==> src/rtl/memclk_pkg.sv <==
`timescale 1ns/1ps
package memclk_pkg;
   localparam int unsigned PH_W  = 2;
   localparam int unsigned CKE_N = 2;
   typedef enum logic [1:0] {
      SEL_CLK  = 2'd0,
      SEL_CKE  = 2'd1,
      SEL_STAT = 2'd2,
      SEL_NONE = 2'd3
   } reg_sel_e;
endpackage

==> src/rtl/memclk_phase.sv <==
`timescale 1ns/1ps
module memclk_phase
   import memclk_pkg::*;
(
   input  logic            clk,
   input  logic            rst_n,
   output logic [PH_W-1:0] ph,
   output logic            wrap
);
   always_ff @(posedge clk or negedge rst_n) begin
      if (!rst_n) ph <= '0;
      else        ph <= ph + 1'b1;
   end

   // Counter wrap: the last cycle of a slow period, which is also the end of a fast period
   always_comb wrap = (ph == {PH_W{1'b1}});
endmodule

==> src/rtl/memclk_lane.sv <==
`timescale 1ns/1ps
module memclk_lane
   import memclk_pkg::*;
(
   input  logic            clk,
   input  logic            rst_n,
   input  logic [PH_W-1:0] ph,
   input  logic            wrap,
   input  logic            asleep,
   input  logic            want_en,
   input  logic            want_fast,
   output logic            clk_o
);
   logic en_c;
   logic fast_c;
   logic src;

   always_comb src = fast_c ? ph[0] : ph[1];

   always_ff @(posedge clk or negedge rst_n) begin
      if (!rst_n) begin
         en_c   <= 1'b1;
         fast_c <= 1'b0;
         clk_o  <= 1'b0;
      end else begin
         if (wrap) begin
            en_c   <= want_en;
            fast_c <= want_fast;
         end
         clk_o <= ~asleep & en_c & src;
      end
   end
endmodule

==> src/rtl/memclk_regs.sv <==
`timescale 1ns/1ps
module memclk_regs
   import memclk_pkg::*;
#(
   parameter int unsigned NUM_CLK = 3,
   parameter int unsigned DATA_W  = 8,
   parameter int unsigned ADDR_W  = 2
)(
   input  logic               clk,
   input  logic               rst_n,
   input  logic               rom_strap,
   input  logic               sleep_req,
   input  logic [ADDR_W-1:0]  addr,
   input  logic [DATA_W-1:0]  wdata,
   input  logic               we,
   output logic [DATA_W-1:0]  rdata,
   output logic [NUM_CLK-1:0] lane_en,
   output logic [NUM_CLK-1:0] lane_fast,
   output logic [CKE_N-1:0]   cke_want,
   output logic [CKE_N-1:0]   cke_o,
   output logic               rom_en,
   output logic               asleep
);
   localparam int unsigned DIS_LSB = DATA_W / 2;

   logic               run;
   logic [NUM_CLK-1:0] fast_r;
   logic [NUM_CLK-1:0] dis_r;
   logic [NUM_CLK-1:0] dis_eff;
   logic [CKE_N-1:0]   cke_r;
   logic [DATA_W-1:0]  rd_nxt;

   if (NUM_CLK > DIS_LSB) begin : g_bad_w
      $error("memclk_regs: NUM_CLK does not fit in half of DATA_W");
   end
   if (ADDR_W < 2) begin : g_bad_a
      $error("memclk_regs: ADDR_W must be at least 2");
   end

   // Lane 0 is the ROM clock and alone carries the lock
   for (genvar i = 0; i < NUM_CLK; i++) begin : g_dis
      if (i == 0) begin : g_rom
         always_comb dis_eff[i] = dis_r[i] & ~rom_en;
      end else begin : g_ram
         always_comb dis_eff[i] = dis_r[i];
      end
   end

   always_comb begin
      lane_en   = ~dis_eff;
      lane_fast = fast_r;
      cke_want  = cke_r;
      cke_want[0] = cke_r[0] | rom_en;
   end

   always_comb begin
      rd_nxt = '0;
      unique case (addr)
         ADDR_W'(SEL_CLK): begin
            rd_nxt[NUM_CLK-1:0]         = fast_r;
            rd_nxt[DIS_LSB +: NUM_CLK]  = dis_eff;
         end
         ADDR_W'(SEL_CKE):  rd_nxt[CKE_N-1:0] = cke_want;
         ADDR_W'(SEL_STAT): rd_nxt[1:0] = {asleep, rom_en};
         default:           rd_nxt = '0;
      endcase
   end

   always_ff @(posedge clk or negedge rst_n) begin
      if (!rst_n) begin
         run    <= 1'b0;
         rom_en <= 1'b0;
         fast_r <= '0;
         dis_r  <= '0;
         cke_r  <= '0;
         asleep <= 1'b0;
         cke_o  <= '0;
         rdata  <= '0;
      end else begin
         if (!run) begin
            run    <= 1'b1;
            rom_en <= rom_strap;
         end
         asleep <= asleep | sleep_req;
         if (we && addr == ADDR_W'(SEL_CLK)) begin
            fast_r <= wdata[NUM_CLK-1:0];
            dis_r  <= wdata[DIS_LSB +: NUM_CLK];
         end
         if (we && addr == ADDR_W'(SEL_CKE)) cke_r <= wdata[CKE_N-1:0];
         cke_o <= asleep ? '0 : cke_want;
         rdata <= rd_nxt;
      end
   end
endmodule

==> src/rtl/memclk_ctrl.sv <==
`timescale 1ns/1ps
module memclk_ctrl
   import memclk_pkg::*;
#(
   parameter int unsigned NUM_CLK = 3,
   parameter int unsigned DATA_W  = 8,
   parameter int unsigned ADDR_W  = 2
)(
   input  logic               clk,
   input  logic               rst_n,
   input  logic               rom_strap,
   input  logic               sleep_req,
   input  logic [ADDR_W-1:0]  reg_addr,
   input  logic [DATA_W-1:0]  reg_wdata,
   input  logic               reg_we,
   output logic [DATA_W-1:0]  reg_rdata,
   output logic [NUM_CLK-1:0] mclk_out,
   output logic [CKE_N-1:0]   mcke_out
);
   logic [PH_W-1:0]    ph_w;
   logic               wrap_w;
   logic [NUM_CLK-1:0] lane_en_w;
   logic [NUM_CLK-1:0] lane_fast_w;
   logic [CKE_N-1:0]   cke_want_w;
   logic               rom_en_w;
   logic               asleep_w;

   if (NUM_CLK < 1) begin : g_bad_n
      $error("memclk_ctrl: NUM_CLK must be at least 1");
   end

   memclk_phase u_phase (
      .clk (clk),
      .rst_n (rst_n),
      .ph (ph_w),
      .wrap (wrap_w)
   );

   memclk_regs #(
      .NUM_CLK (NUM_CLK),
      .DATA_W (DATA_W),
      .ADDR_W (ADDR_W)
   ) u_regs (
      .clk (clk),
      .rst_n (rst_n),
      .rom_strap (rom_strap),
      .sleep_req (sleep_req),
      .addr (reg_addr),
      .wdata (reg_wdata),
      .we (reg_we),
      .rdata (reg_rdata),
      .lane_en (lane_en_w),
      .lane_fast (lane_fast_w),
      .cke_want (cke_want_w),
      .cke_o (mcke_out),
      .rom_en (rom_en_w),
      .asleep (asleep_w)
   );

   for (genvar i = 0; i < NUM_CLK; i++) begin : g_lane
      memclk_lane u_lane (
         .clk (clk),
         .rst_n (rst_n),
         .ph (ph_w),
         .wrap (wrap_w),
         .asleep (asleep_w),
         .want_en (lane_en_w[i]),
         .want_fast (lane_fast_w[i]),
         .clk_o (mclk_out[i])
      );
   end
endmodule

==> config.mk <==
export PLATFORM = sky130hd
export DESIGN_NAME = memclk_ctrl
export DESIGN_NICKNAME = d
export VERILOG_FILES = /design/src/rtl/memclk_pkg.sv /design/src/rtl/memclk_phase.sv /design/src/rtl/memclk_lane.sv /design/src/rtl/memclk_regs.sv /design/src/rtl/memclk_ctrl.sv
export SDC_FILE = /design/constraint.sdc
export NUM_CORES = 1
export LEC_CHECK = 0
export CORE_MARGIN = 2
export CORE_UTILIZATION = 51
export DETAILED_ROUTE_END_ITERATION = 8
export HOLD_SLACK_MARGIN = 0.15
export PLACE_DENSITY = 0.82
export SETUP_SLACK_MARGIN = 0.15
export SYNTH_ARGS = -nofsm -noshare
export SYNTH_HDL_FRONTEND = slang
export SYNTH_HIERARCHICAL = 1
export SYNTH_SLANG_ARGS = --single-unit
==> constraint.sdc <==
create_clock -name clk -period 2.1 [get_ports clk]
set_clock_uncertainty 0.2 [all_clocks]
set_input_delay 0.315 -clock clk [delete_from_list [all_inputs] [get_ports clk]]
set_output_delay 0.315 -clock clk [all_outputs]
set_load 0.05 [all_outputs]
### Yosys cells after proc, flatten, opt, wreduce, memory -nomap -nowiden

Cells that the tools add are included.
W data, S select, Z words.

| storage, ports and cells | value |
|---|---|
| flip-flop bits (word level) | 30 |
| bits of input ports | 15 |
| logic and storage cells | 44 |

| cells by class | value |
|---|---|
| reductions and logical operators | 3 |
| multiplexer cells | 7 |
| $add $sub $neg | 1 |
| bitwise operators | 12 |
| equality and inequality tests | 3 |

Operator list:

| cell | number |
|---|---|
| $and A1 B1 Y1 | 7 |
| $pmux W2 S3 | 1 |
| $eq A2 B2 Y1 const B | 2 |
| $mux W1 | 4 |
| $mux W3 | 1 |
| $not A3 Y3 | 1 |
| $add A2 B1 Y2 const B | 1 |
| $eq A2 B1 Y1 const B | 1 |
| $logic_and A1 B1 Y1 | 2 |
| $logic_not A2 Y1 | 1 |
| $mux W2 | 1 |
| $not A1 Y1 | 2 |
| $or A1 B1 Y1 | 2 |

### Longest topological paths before layout

| depth | value |
|---|---|
| word-level depth | 3 |
| mapped depth | 3 |
| depth with buffers taken out | 2 |

### By module

Netlist, hierarchy kept.

Modules (own cells, without submodules):

| module | area an instance (µm²) | cells each | seq. area each (µm²) | times used |
|---|---|---|---|---|
| memclk_regs | 752.0 | 55 | 475.5 | 1 |
| memclk_lane | 121.4 | 7 | 76.3 | 3 |
| memclk_phase | 66.3 | 4 | 50.0 | 1 |

### Worst setup path before layout

No wires, ideal clock.

| timing | value |
|---|---|
| path type | input to register |
| start point | input port reg_addr[1] |
| end point | register u_regs.dis_r[0] |
| library setup time | 125 ps |
| cell stages on the path | 3 |
| data arrival time | 1084 ps |
| path slack | 691 ps |
| required time | 1775 ps |
| path through | buf_6 nor3b_4 mux2_2 |

| on the way | value |
|---|---|
| word-level cells in the longest chain between the ends | 2 |

RTL lines:

| element | line | RTL |
|---|---|---|
| from (decl) | memclk_ctrl.sv:13 | `input logic [ADDR_W-1:0] reg_addr,` |
| $logic_not A2 Y1 | memclk_regs.sv:85 | `if (we && addr == ADDR_W'(SEL_CLK)) begin` |
| $logic_and A1 B1 Y1 | memclk_regs.sv:85 |  |
| to (signal assigned) | memclk_regs.sv:87 | `dis_r <= wdata[DIS_LSB +: NUM_CLK];` |
| to (decl) | memclk_regs.sv:28 | `logic [NUM_CLK-1:0] dis_r;` |

No other way between the ends.
A chain may end at the register's enable or synchronous reset.

### Final worst setup path

| timing | value |
|---|---|
| start point | register u_regs.rdata[6] |
| end point | output port reg_rdata[6] |

RTL lines:

| element | line | RTL |
|---|---|---|
| from (decl) | memclk_regs.sv:16 | `output logic [DATA_W-1:0] rdata,` |
| from (signal assigned) | memclk_regs.sv:91 | `rdata <= rd_nxt;` |
| to (decl) | memclk_ctrl.sv:16 | `output logic [DATA_W-1:0] reg_rdata,` |

No word-level cell between the ends.

==> run_results.csv <==
group,metric,value,unit
outcome,status,"completed",
power_and_ir_drop,comb_power_share,0.165,
cts,cts_buffer_depth,2,
layout,syn_to_final_growth,25.00,%
floorplan,start_util,0.5346,
floorplan,core-area,2191,µm²
critical_path,crit_buf_inv,1,
timing,max_freq,595.1,MHz
synthesis,synthesis.area,1171,µm²
power_and_ir_drop,seq_power_share,0.574,
timing,layout_min_cycle_time,1680,ps
cts,clk_pin_slew,90,ps
power_and_ir_drop,switchingPower,0.3097,mW
critical_path,r2r_end,"g_lane[1].u_lane/fast_c",
cts,cts_tree,"yes",
cts,worstSkewPairLatency,320,ps
detailed_routing,ant_nets,0,
floorplan,num_io_pins,28,
detailed_routing,first_pass_iters,1,
placed_design,io_buffers,23,
grt,grt_use_total,0.1571,
timing,setup_violations,0,
layout,diodes,0,
power_and_ir_drop,pwr-share-clk,0.260,
timing,finalSetupTns,0,ps
timing,finalCritPeriodShare,0.8001,
critical_path,r2r_slack,670,ps
placed_design,place_inst,129,
detailed_routing,drcViolationCount,0,
critical_path,r2r_cells,2,
critical_path,critPathMaxFanout,1,
synthesis,yosysWarnings,6,
critical_path,critPathTopFamily,"buffers and inverters",
run,cap_violations,0,
layout,nNetsFinal,124,
critical_path,cp_slowest_stage_delay,520,ps
floorplan,die_w,51.92,µm
grt,first_global_vias,658,
grt,grt.overflow.total,0,
placed_design,hpwl,1278,µm
power_and_ir_drop,swShare,0.2618,
critical_path,crit_arrival,1170,ps
timing,rsz0062_at_grt,"no",
floorplan,rows,17,
critical_path,cp-start-kind,"flip-flop",
detailed_routing,drt_iter0_drc,0,
power_and_ir_drop,p_int,0.8734,mW
power_and_ir_drop,ir_drop,0.5422,mV
critical_path,crit_slowest_cell,"dlygate4sd2_1",
floorplan,die-area,2696,µm²
synthesis,syn_inst,78,
cts,cts_hold_buf,0,
detailed_routing,vias,695,
worst_hold_path,hold_path_class,"input port to async pin",
detailed_routing,viasPerCell,5.073,
critical_path,timing.rr.start,"u_phase/ph[0]",
detailed_routing,routed_wl,1755,µm
floorplan,die_h,51.92,µm
critical_path,required,1580,ps
grt,grt_max_degree,31,
critical_path,path_cells,"dlygate4sd2_1",
power_and_ir_drop,p_per_area,808.1,nW/µm²
detailed_routing,wl_per_cell,12.81,µm
critical_path,worstSetupPathType,"flip-flop to primary output",
synthesis,avgSynthCellArea,15.01,µm²
placed_design,finalWeightedCongestion,0.7089,
cts,h-tree-depth,2,
cts,clockRootBuffer,"clkbuf_4",
critical_path,cp-end-kind,"primary output",
layout,fin_cells,137,
power_and_ir_drop,p_leak,0.6908,nW
timing,timing_hold_violations_final,0,
cts,numCtsBuffers,5,
grt,grt_pass1_wl,2932,µm
grt,antenna_found_initial,0,
layout,layout-drive-gt1-share,0.2294,
timing,drv_slew,0,
cts,cts_sinks,30,
[worst max-delay path by stage]
stage / start / endpoint / depth (start not counted)
after floorplan: reg_addr[1] / u_regs/dis_r[0] / 3
after global placement: reg_addr[1] / u_regs/lane_fast[0] / 3
after detailed placement: reg_addr[1] / u_regs/cke_r[1] / 4
after CTS: u_regs/rdata[6] / reg_rdata[6] / 1
after global routing: g_lane[2].u_lane/clk_o / mclk_out[2] / 1
final: u_regs/rdata[6] / reg_rdata[6] / 1
[worst register-to-register path, delay by kind of cell (launching register included)]
kind                       cells  cell delay [ps]
muxes                          1              350
adders and majority gates      1              350
DFF                            1              420
[state kept, by name (all words and copies together), names as in the netlist]
signal	flops
u_regs/rom_en	1
u_phase/ph	2
u_regs/cke_r	2
u_regs/asleep	1
g_lane.u_lane/clk_o	3
u_regs/lane_fast	3
u_regs/run	1
u_regs/cke_o	2
u_regs/rdata	6
g_lane.u_lane/en_c	3
g_lane.u_lane/fast_c	3
u_regs/dis_r	3
[power by group through the flow]
stage | Combinational, mW | Clock (mW) | Sequential, mW
3_5_place_dp | 0.204 | 0 | 0.692
2_1_floorplan | 0.100 | 0 | 0.720
4_1_cts | 0.198 | 0.324 | 0.680
6_report | 0.196 | 0.308 | 0.679
5_1_grt | 0.210 | 0.346 | 0.687
3_3_place_gp | 0.199 | 0 | 0.689
[layer usage]
metal,global-route usage,share of wire
met3,0.04310,0.043
met5,0,0
met2,0.2405,0.50
met4,0.1053,0.015
met1,0.1931,0.44
[layout make-up]
type	count	area, µm²
Tap cell	28	35.03
Sequential cell	30	754.5
Clock buffer	8	48.80
Fill cell	177	726.9
Timing Repair Buffer	26	239.0
Multi-Input combinational cell	42	375.4
Inverter	3	11.26
[metrics by stage]
stage | utilization | setup slack, ps | total power [mW] | cell area (µm²) | hold WS [ps]
5_1_grt | 0.6682 | 358.5 | 1.244 | 1464 | 198.3
4_1_cts | 0.6682 | 397.3 | 1.202 | 1464 | 170.3
6_report | 0.6682 | 419.7 | 1.183 | 1464 | 172.8
2_1_floorplan | - | 690.7 | 0.8207 | 1175 | -180.6
3_3_place_gp | 0.6522 | 224.7 | 0.8888 | 1429 | 282.0
3_5_place_dp | 0.6522 | 209.5 | 0.8962 | 1429 | 292.4
[cells in the final DEF (no fill, tap or decap), drive strengths merged]
master	count
conb	3
dlygate4sd2	11
buf	3
dfstp	3
nor2b	1
or2	1
mux2	15
nand2	1
nor3b	5
ha	1
nand3b	1
nor2	2
o22ai	1
a221oi	1
inv	3
dfrtp	27
clkbuf	8
nor3	4
nand2b	2
clkdlybuf4s50	12
mux2i	4
[what timing repair did]
item                       CTS  global route
resized for setup           11             0
setup buffers                0             0
setup endpoints to repair   11             0
No activity file was read; power rests on OpenSTA's default activity.
